--- src/rtl/ser_port_pkg.sv ---
package ser_port_pkg;

    typedef enum logic [2:0] {
        ST_IDLE,
        ST_LEAD,
        ST_MARK,
        ST_SHIFT,
        ST_TAIL
    } port_state_e;

endpackage

--- src/rtl/lvl_fall_det.sv ---
module lvl_fall_det #(
    parameter logic RST_LVL = 1'b1
) (
    input  logic clk,
    input  logic rst_n,
    input  logic sig,
    output logic fall
);

    logic sig_q;

    always_ff @(posedge clk or negedge rst_n) begin
        if (!rst_n) sig_q <= RST_LVL;
        else        sig_q <= sig;
    end

    assign fall = sig_q & ~sig;

endmodule

--- src/rtl/result_capture.sv ---
module result_capture #(
    parameter int DATA_W = 16
) (
    input  logic              clk,
    input  logic              rst_n,
    input  logic              arm,
    input  logic              clr,
    input  logic              deadline,
    input  logic              res_valid,
    input  logic [DATA_W-1:0] res_data,
    output logic [DATA_W-1:0] word,
    output logic              held,
    output logic              late
);

    logic              open_q;
    logic              have_q;
    logic              late_q;
    logic [DATA_W-1:0] res_q;
    logic              take;

    assign take = open_q && res_valid && !have_q;

    always_ff @(posedge clk or negedge rst_n) begin
        if (!rst_n) begin
            open_q <= 1'b0;
            have_q <= 1'b0;
            late_q <= 1'b0;
            res_q  <= '0;
        end else if (clr) begin
            open_q <= 1'b0;
            have_q <= 1'b0;
        end else if (arm) begin
            open_q <= 1'b1;
            have_q <= 1'b0;
            late_q <= 1'b0;
        end else begin
            if (take) begin
                have_q <= 1'b1;
                res_q  <= res_data;
            end
            if (deadline) begin
                open_q <= 1'b0;
                if (!have_q && !take) late_q <= 1'b1;
            end
        end
    end

    always_comb begin
        if (have_q)    word = res_q;
        else if (take) word = res_data;
        else           word = '0;
    end

    assign held = have_q;
    assign late = late_q;


    late_blocks_capture_chk: assert property (@(posedge clk) disable iff (!rst_n)
        (late_q && !arm) |=> !have_q);


    late_only_when_empty_chk: assert property (@(posedge clk) disable iff (!rst_n)
        $rose(late_q) |-> !have_q);

endmodule

--- src/rtl/adc_serial_port.sv ---
module adc_serial_port
    import ser_port_pkg::*;
#(
    parameter int DATA_W     = 16,
    parameter int LEAD_EDGES = 5
) (
    input  logic              clk,
    input  logic              rst_n,
    input  logic              cs_n,
    input  logic              sclk,
    input  logic              res_valid,
    input  logic [DATA_W-1:0] res_data,
    output logic              conv_start,
    output logic              sdo,
    output logic              sdo_oe,
    output logic              pwr_down,
    output logic              late_data
);

    localparam int LEAD_W = $clog2(LEAD_EDGES + 1);
    localparam int BIT_W  = $clog2(DATA_W);
    localparam logic [LEAD_W-1:0] LEAD_LAST = LEAD_W'(LEAD_EDGES - 1);
    localparam logic [BIT_W-1:0]  BIT_LAST  = BIT_W'(DATA_W - 1);

    port_state_e       state, nxt;
    logic              cs_fall, sclk_fall, deadline;
    logic [LEAD_W-1:0] lead_cnt;
    logic [BIT_W-1:0]  bit_cnt;
    logic [DATA_W-1:0] shreg;
    logic [DATA_W-1:0] word;
    logic              held;

    lvl_fall_det #(.RST_LVL(1'b1)) i_cs_det (
        .clk(clk), .rst_n(rst_n), .sig(cs_n), .fall(cs_fall)
    );

    lvl_fall_det #(.RST_LVL(1'b1)) i_sclk_det (
        .clk(clk), .rst_n(rst_n), .sig(sclk), .fall(sclk_fall)
    );

    assign deadline = !cs_n && (state == ST_MARK) && sclk_fall;

    result_capture #(.DATA_W(DATA_W)) i_capture (
        .clk       (clk),
        .rst_n     (rst_n),
        .arm       (cs_fall),
        .clr       (cs_n),
        .deadline  (deadline),
        .res_valid (res_valid),
        .res_data  (res_data),
        .word      (word),
        .held      (held),
        .late      (late_data)
    );

    assign pwr_down = held;

    always_ff @(posedge clk or negedge rst_n) begin
        if (!rst_n) state <= ST_IDLE;
        else        state <= nxt;
    end

    always_comb begin
        nxt = state;
        if (cs_n) begin
            nxt = ST_IDLE;
        end else begin
            unique case (state)
                ST_IDLE:  if (cs_fall) nxt = ST_LEAD;
                ST_LEAD:  if (sclk_fall && lead_cnt == LEAD_LAST) nxt = ST_MARK;
                ST_MARK:  if (sclk_fall) nxt = ST_SHIFT;
                ST_SHIFT: if (sclk_fall && bit_cnt == BIT_LAST) nxt = ST_TAIL;
                ST_TAIL:  nxt = ST_TAIL;
                default:  nxt = ST_IDLE;
            endcase
        end
    end

    always_ff @(posedge clk or negedge rst_n) begin
        if (!rst_n) begin
            conv_start <= 1'b0;
            sdo        <= 1'b0;
            sdo_oe     <= 1'b0;
            lead_cnt   <= '0;
            bit_cnt    <= '0;
            shreg      <= '0;
        end else begin
            conv_start <= 1'b0;
            if (cs_n) begin
                sdo      <= 1'b0;
                sdo_oe   <= 1'b0;
                lead_cnt <= '0;
                bit_cnt  <= '0;
                shreg    <= '0;
            end else begin
                unique case (state)
                    ST_IDLE: begin
                        if (cs_fall) begin
                            conv_start <= 1'b1;
                            lead_cnt   <= '0;
                            bit_cnt    <= '0;
                        end
                    end
                    ST_LEAD: begin
                        if (sclk_fall) begin
                            if (lead_cnt == LEAD_LAST) begin
                                sdo_oe <= 1'b1;
                                sdo    <= 1'b0;
                            end else begin
                                lead_cnt <= lead_cnt + LEAD_W'(1);
                            end
                        end
                    end
                    ST_MARK: begin
                        if (sclk_fall) begin
                            sdo     <= word[DATA_W-1];
                            shreg   <= {word[DATA_W-2:0], 1'b0};
                            bit_cnt <= '0;
                        end
                    end
                    ST_SHIFT: begin
                        if (sclk_fall) begin
                            if (bit_cnt == BIT_LAST) begin
                                sdo <= 1'b0;
                            end else begin
                                sdo     <= shreg[DATA_W-1];
                                shreg   <= {shreg[DATA_W-2:0], 1'b0};
                                bit_cnt <= bit_cnt + BIT_W'(1);
                            end
                        end
                    end
                    ST_TAIL: sdo <= 1'b0;
                    default: sdo <= 1'b0;
                endcase
            end
        end
    end


    hiz_when_deselected_chk: assert property (@(posedge clk) disable iff (!rst_n)
        cs_n |=> !sdo_oe);


    conv_start_single_chk: assert property (@(posedge clk) disable iff (!rst_n)
        conv_start |=> !conv_start);


    marker_low_chk: assert property (@(posedge clk) disable iff (!rst_n)
        $rose(sdo_oe) |-> !sdo);


    shift_enabled_chk: assert property (@(posedge clk) disable iff (!rst_n)
        (state == ST_SHIFT) |-> sdo_oe);


    tail_hold_chk: assert property (@(posedge clk) disable iff (!rst_n)
        (state == ST_TAIL) |-> (sdo_oe && !sdo));


    pwr_release_chk: assert property (@(posedge clk) disable iff (!rst_n)
        cs_n |=> !pwr_down);

endmodule

--- config.mk ---
export PLATFORM = sky130hd
export DESIGN_NAME = adc_serial_port
export DESIGN_NICKNAME = d
export VERILOG_FILES = /design/src/rtl/ser_port_pkg.sv /design/src/rtl/lvl_fall_det.sv /design/src/rtl/result_capture.sv /design/src/rtl/adc_serial_port.sv
export SDC_FILE = /design/constraint.sdc
export NUM_CORES = 1
export LEC_CHECK = 0
export BUFFER_PORTS_ARGS = -buffer_cell sky130_fd_sc_hd__buf_2
export CAP_MARGIN = 20
export CORE_MARGIN = 10
export CORE_UTILIZATION = 44
export CTS_BUF_LIST = sky130_fd_sc_hd__clkbuf_4
export CTS_CLUSTER_SIZE = 8
export DETAILED_ROUTE_END_ITERATION = 8
export SETUP_SLACK_MARGIN = 0.15
export SLEW_MARGIN = 20
export SYNTH_ARGS = -nofsm -noshare
export SYNTH_HDL_FRONTEND = slang
export SYNTH_SLANG_ARGS = --single-unit
--- constraint.sdc ---
create_clock -name clk -period 5.1 [get_ports clk]
set_input_delay 1.02 -clock clk [delete_from_list [all_inputs] [get_ports clk]]
set_output_delay 1.02 -clock clk [all_outputs]
set_load 0.05 [all_outputs]
* Word-level counts from Yosys, hierarchy flattened
Cells that the tools add are included.
** Word-level totals
- Bits in registers :: 50
- Input port bits :: 21
- Output and inout bits :: 5
- Logic and storage cells :: 112
** Cells by class
- Add/sub/neg operators :: 2
- Equal/unequal tests :: 16
- Mux-type cells :: 47
- Bitwise operators :: 5
- Reduce and logical (&&, ||, !) cells :: 29
** Operators with widths (number)
- $mux W16 :: 6
- $pmux W16 S2 :: 1
- $mux W3 :: 9
- $ne A3 B3 Y1 const B :: 9
- $mux W1 :: 22
- $mux W4 :: 5
- $pmux W3 S5 :: 1
- $pmux W4 S3 :: 1
- $reduce_and A4 Y1 :: 3
- $reduce_bool A3 Y1 :: 4
- $reduce_and A5 Y1 :: 2
- $reduce_bool A2 Y1 :: 5
- $reduce_and A3 Y1 :: 3
- $logic_and A1 B1 Y1 :: 7
- $eq A3 B2 Y1 const B :: 2
- $eq A3 B3 Y1 const B :: 2
- $pmux W3 S2 :: 1
- $add A4 B1 Y4 const B :: 1
- $eq A4 B4 Y1 const B :: 1
- $pmux W1 S4 :: 1
- $reduce_bool A4 Y1 :: 1
- $add A3 B1 Y3 const B :: 1
- $eq A3 B1 Y1 const B :: 1
- $logic_not A1 Y1 :: 3
- 4 further kinds :: 7

* Longest topological paths before layout
- Depth after elaboration :: 7
- Depth in mapped cells :: 7
- Gate-level depth less buffers :: 6

* Hierarchy
Synthesis repeated with hierarchy kept, for this count alone.
** Second synthesis, totals
- Cell total of the unflattened synthesis :: 232
- Area, all modules :: 2511.2 sq um
** By module, submodules not included
- adc_serial_port :: times used 1, cells each 161, area an instance 1540.2 sq um, sequential area each 700.7 sq um
- result_capture :: times used 1, cells each 67, area an instance 890.9 sq um, sequential area each 475.5 sq um
- lvl_fall_det :: times used 2, cells each 2, area an instance 40.0 sq um, sequential area each 26.3 sq um

* Least setup slack after synthesis
Ideal clock, no wire load.
- Path kind :: input -> register
- Start point :: input sclk
- End point :: register shreg[10]
- Setup time :: 0.125 ns
- Arrival time :: 1.988 ns
- Required time :: 4.975 ns
- Setup slack :: 2.987 ns
- Stages on the path :: 5
- Buffers on the path :: 1
- Cells stage by stage :: nand2b_1 > nor2_1 > a31oi_4 > buf_12 > mux2_4
** Between the ends
- Longest elaborated chain between the ends :: 4
- Elaborated cells between the ends (all ways) :: 5
- Classes of those cells :: 2 x eq/ne; 2 x bitwise; 1 x reduce/logical
** Ends and longest elaborated chain
- from (decl) :: line adc_serial_port.sv:10 : input logic sclk,
- $not A1 Y1 (*) :: line lvl_fall_det.sv:17 : assign fall = sig_q & ~sig;
- $and A1 B1 Y1 (*) :: line lvl_fall_det.sv:17
- $ne A3 B3 Y1 (no source line)
- $reduce_and A4 Y1 (no source line) (*)
- to (signal assigned) :: line adc_serial_port.sv:117 : shreg <= {word[DATA_W-2:0], 1'b0};
- to (signal assigned) :: line adc_serial_port.sv:127 : shreg <= {shreg[DATA_W-2:0], 1'b0};
- to (decl) :: line adc_serial_port.sv:29 : logic [DATA_W-1:0] shreg;
Mark *: on every way between the ends. The rest lies on a longest branch, timed or not.
A chain may end at the register's enable or synchronous reset.

* Final worst setup path
- Start point :: register i_capture.have_q (netlist: i_capture.held)
- End point :: output pwr_down
** RTL lines
- from (decl) :: line result_capture.sv:17 : logic have_q;
- from (signal assigned) :: line result_capture.sv:27 : have_q <= 1'b0;
- from (signal assigned) :: line result_capture.sv:32 : have_q <= 1'b0;
- from (signal assigned) :: line result_capture.sv:35 : have_q <= 1'b0;
- to (decl) :: line adc_serial_port.sv:16 : output logic pwr_down,
No word-level cell between the ends.

==> results.sh <==
export IMPL_vias=1726
export IMPL_cts_buffers=5
export IMPL_placed_cells=316
export IMPL_clk_pin_slew_ns=0.14
export IMPL_synth_area_top_cells="dfrtp_1, mux2_2, mux2_4, nand2_1, a31oi_1"
export IMPL_crit_type="register to output port"
export IMPL_post_drt_wl_per_cell_um=15.56
export IMPL_ys_top_cells_by_count="dfrtp_1, nand2_1, mux2_2, o21ai_0, a31oi_1"
export IMPL_crit_path_end_kind="output port"
export IMPL_gp_congestion=0.7596
export IMPL_clock_skew_final_ns=0.006985
export IMPL_slowest_stage="dfrtp_1"
export IMPL_power_density_mw_per_mm2=266.0
export IMPL_yosysTopAreaCell="dfrtp_1"
export IMPL_ios=26
export IMPL_max_slew_margin=0.3767
export IMPL_fin_util=0.4848
export IMPL_period_share=0.5020
export IMPL_crit_arrival_ns=1.54
export IMPL_tns_ns=0
export IMPL_drv_slew=0
export IMPL_grt_pass1_vias=1736
export IMPL_synth_edf_count=0
export IMPL_cts_tree="yes"
export IMPL_cp_top_family="flip-flops"
export IMPL_wl_um=5040
export IMPL_area_delta_synth_final_pct=6.038
export IMPL_synth_cells=235
export IMPL_rsz0062_at_grt="false"
export IMPL_outcome="finished clean"
export IMPL_ctsResizeCount=0
export IMPL_via_per_inst=5.327
export IMPL_dominantRegCellSynth="dfrtp_1"
export IMPL_rows=27
export IMPL_antennaDiodeCount=0
export IMPL_tightest_slew_ns=0.9322
export IMPL_max_cap_violations=0
export IMPL_ant_nets=0
export IMPL_grt_pass1_wl_um=8238
export IMPL_fin_ws_ns=2.540
export IMPL_clock_latency_ns=0.36
export IMPL_final_cells=324
export IMPL_grt_max_degree=50
export IMPL_firstDrtPassIters=4
export IMPL_hold_buffers=0
export IMPL_port_buffers=25
export IMPL_postSynth_asyncResetShare=1.000
export IMPL_fmax_ghz=0.3906
export IMPL_postCtsSetupRepairBufs=0
export IMPL_cts_buffer_depth=2
export IMPL_grt_usage=0.1122
export IMPL_period_minus_slack_ns=2.560
export IMPL_drc=0
export IMPL_die_area_sq_mm=0.009237
export IMPL_r2r_start="state[1]"
export IMPL_total_power_mw=0.7188
export IMPL_syn_area_sq_mm=0.002549
export IMPL_ir_worst_vdd_uv=122.0
export IMPL_worstHoldPathType="register to register"
export IMPL_ys_types=44
export IMPL_drive_gt1_frac=0.2857
export IMPL_hold_viol=0
export IMPL_cts_max_level=2
export IMPL_cp_required_ns=4.08
export IMPL_initial_core_util=0.4572
export IMPL_dp_hpwl_um=3289
export IMPL_overflow=0
export IMPL_leakage_nw=1.225
export IMPL_ys_seq_elements=49
export IMPL_core_area_sq_mm=0.005574
export IMPL_antenna_found_initial=0
export IMPL_start_kind="register"
export IMPL_cp_startpoint="i_capture.held"
export IMPL_synth_nets=259
export IMPL_synth_most_common_cell="dfrtp_1"
export IMPL_drt_iter0_drc=103
export IMPL_dieWidth_um=96.11
export IMPL_crit_chain="buf_2"
export IMPL_slowest_delay_ns=0.79
export IMPL_post_synth_cell_area_avg_sq_um=10.85
export IMPL_die_h_um=96.11
export IMPL_synth_top_area_share=0.4615
export IMPL_synth_warning_count=0
export IMPL_setup_viol=0
export IMPL_min_delay_start="sdo_oe"
export IMPL_clock_sinks=49
export IMPL_place_ws_ns=2.424
export IMPL_yosysSeqAreaShare=0.4821
export IMPL_path_buf_inv=1
export IMPL_fin_nets=275
export IMPL_cts_root_buf="clkbuf_4"
export IMPL_worstPathMaxFanout=19
layer usage:
layer | routed length [um] | vias to the layer above | GRT usage
met5 | 0 | - | 0
met4 | 31 | 0 | 0.03686
met3 | 212 | 2 | 0.03658
met2 | 2273 | 20 | 0.1710
met1 | 2522 | 830 | 0.1468
li1 | - | 874 | -
area by class of cell:
type,instances,area (sq um)
Inverter,6,22.52
Clock inverter,3,12.51
Timing Repair Buffer,26,132.6
Sequential cell,49,1229
Clock buffer,5,37.54
Multi-Input combinational cell,163,1179
Fill cell,522,2872
Tap cell,72,90.09
power by group:
group	internal, mW	switching, mW	leakage [nW]
combinational	0.0491	0.0449	0.553
clock	0.0502	0.123	0.0300
sequential	0.429	0.0230	0.642
sequential cells by signal (all words and copies together) (netlist names):
register / cells
i_cs_det.sig_q: 1
i_sclk_det.sig_q: 1
state: 3
conv_start: 1
shreg: 15
i_capture.res_q: 16
i_capture.late: 1
i_capture.open_q: 1
i_capture.held: 1
bit_cnt: 4
lead_cnt: 3
sdo: 1
sdo_oe: 1
cells by family (layout without fill, tap and decap cells):
family          Yosys count  in the layout  synth area share
simple gates             71             71            0.1419
compound gates           56             56            0.1463
flops                    49             49            0.4821
fa+ha+maj                 3              3           0.01473
mux                      33             33            0.1595
buf+inv                  23             40           0.05547
placed cells by master (no fill, tap or decap), drive strengths merged, types with 2 or more instances in the layout:
master | Yosys | layout
clkbuf | 4 | 5
a31oi | 18 | 18
nor3 | 5 | 5
buf | 13 | 26
nand3 | 3 | 3
nor2 | 7 | 7
o21ai | 17 | 17
nand4 | 2 | 2
a221o | 2 | 2
a21oi | 7 | 7
nand2 | 41 | 41
a211oi | 2 | 2
nor2b | 2 | 2
mux2 | 31 | 31
nor3b | 2 | 2
dfrtp | 47 | 47
ha | 3 | 3
clkinv | 0 | 3
mux2i | 2 | 2
inv | 6 | 6
dfstp | 2 | 2
and3b | 3 | 3
stage by stage:
step	cell area (sq um)	hold WS (ns)
final	2703	0.5022
after floorplan	2549	0.4740
after global placement	2653	0.4751
after CTS	2703	0.5123
after detailed placement	2653	0.4794
after global routing	2703	0.5331
path summary, 6_finish.rpt:
check                           end  slack [ns]  cells after the start
max reg2reg                shreg[4]        2.67                      4
min reg2reg                  sdo_oe        0.50                      1
max in group asynchronous  shreg[8]        3.95                      2
min                          sdo_oe        0.50                      1
max                        pwr_down        2.54                      1
min in group asynchronous  shreg[2]        0.74                      2
No activity file was read; power rests on OpenSTA's default activity.
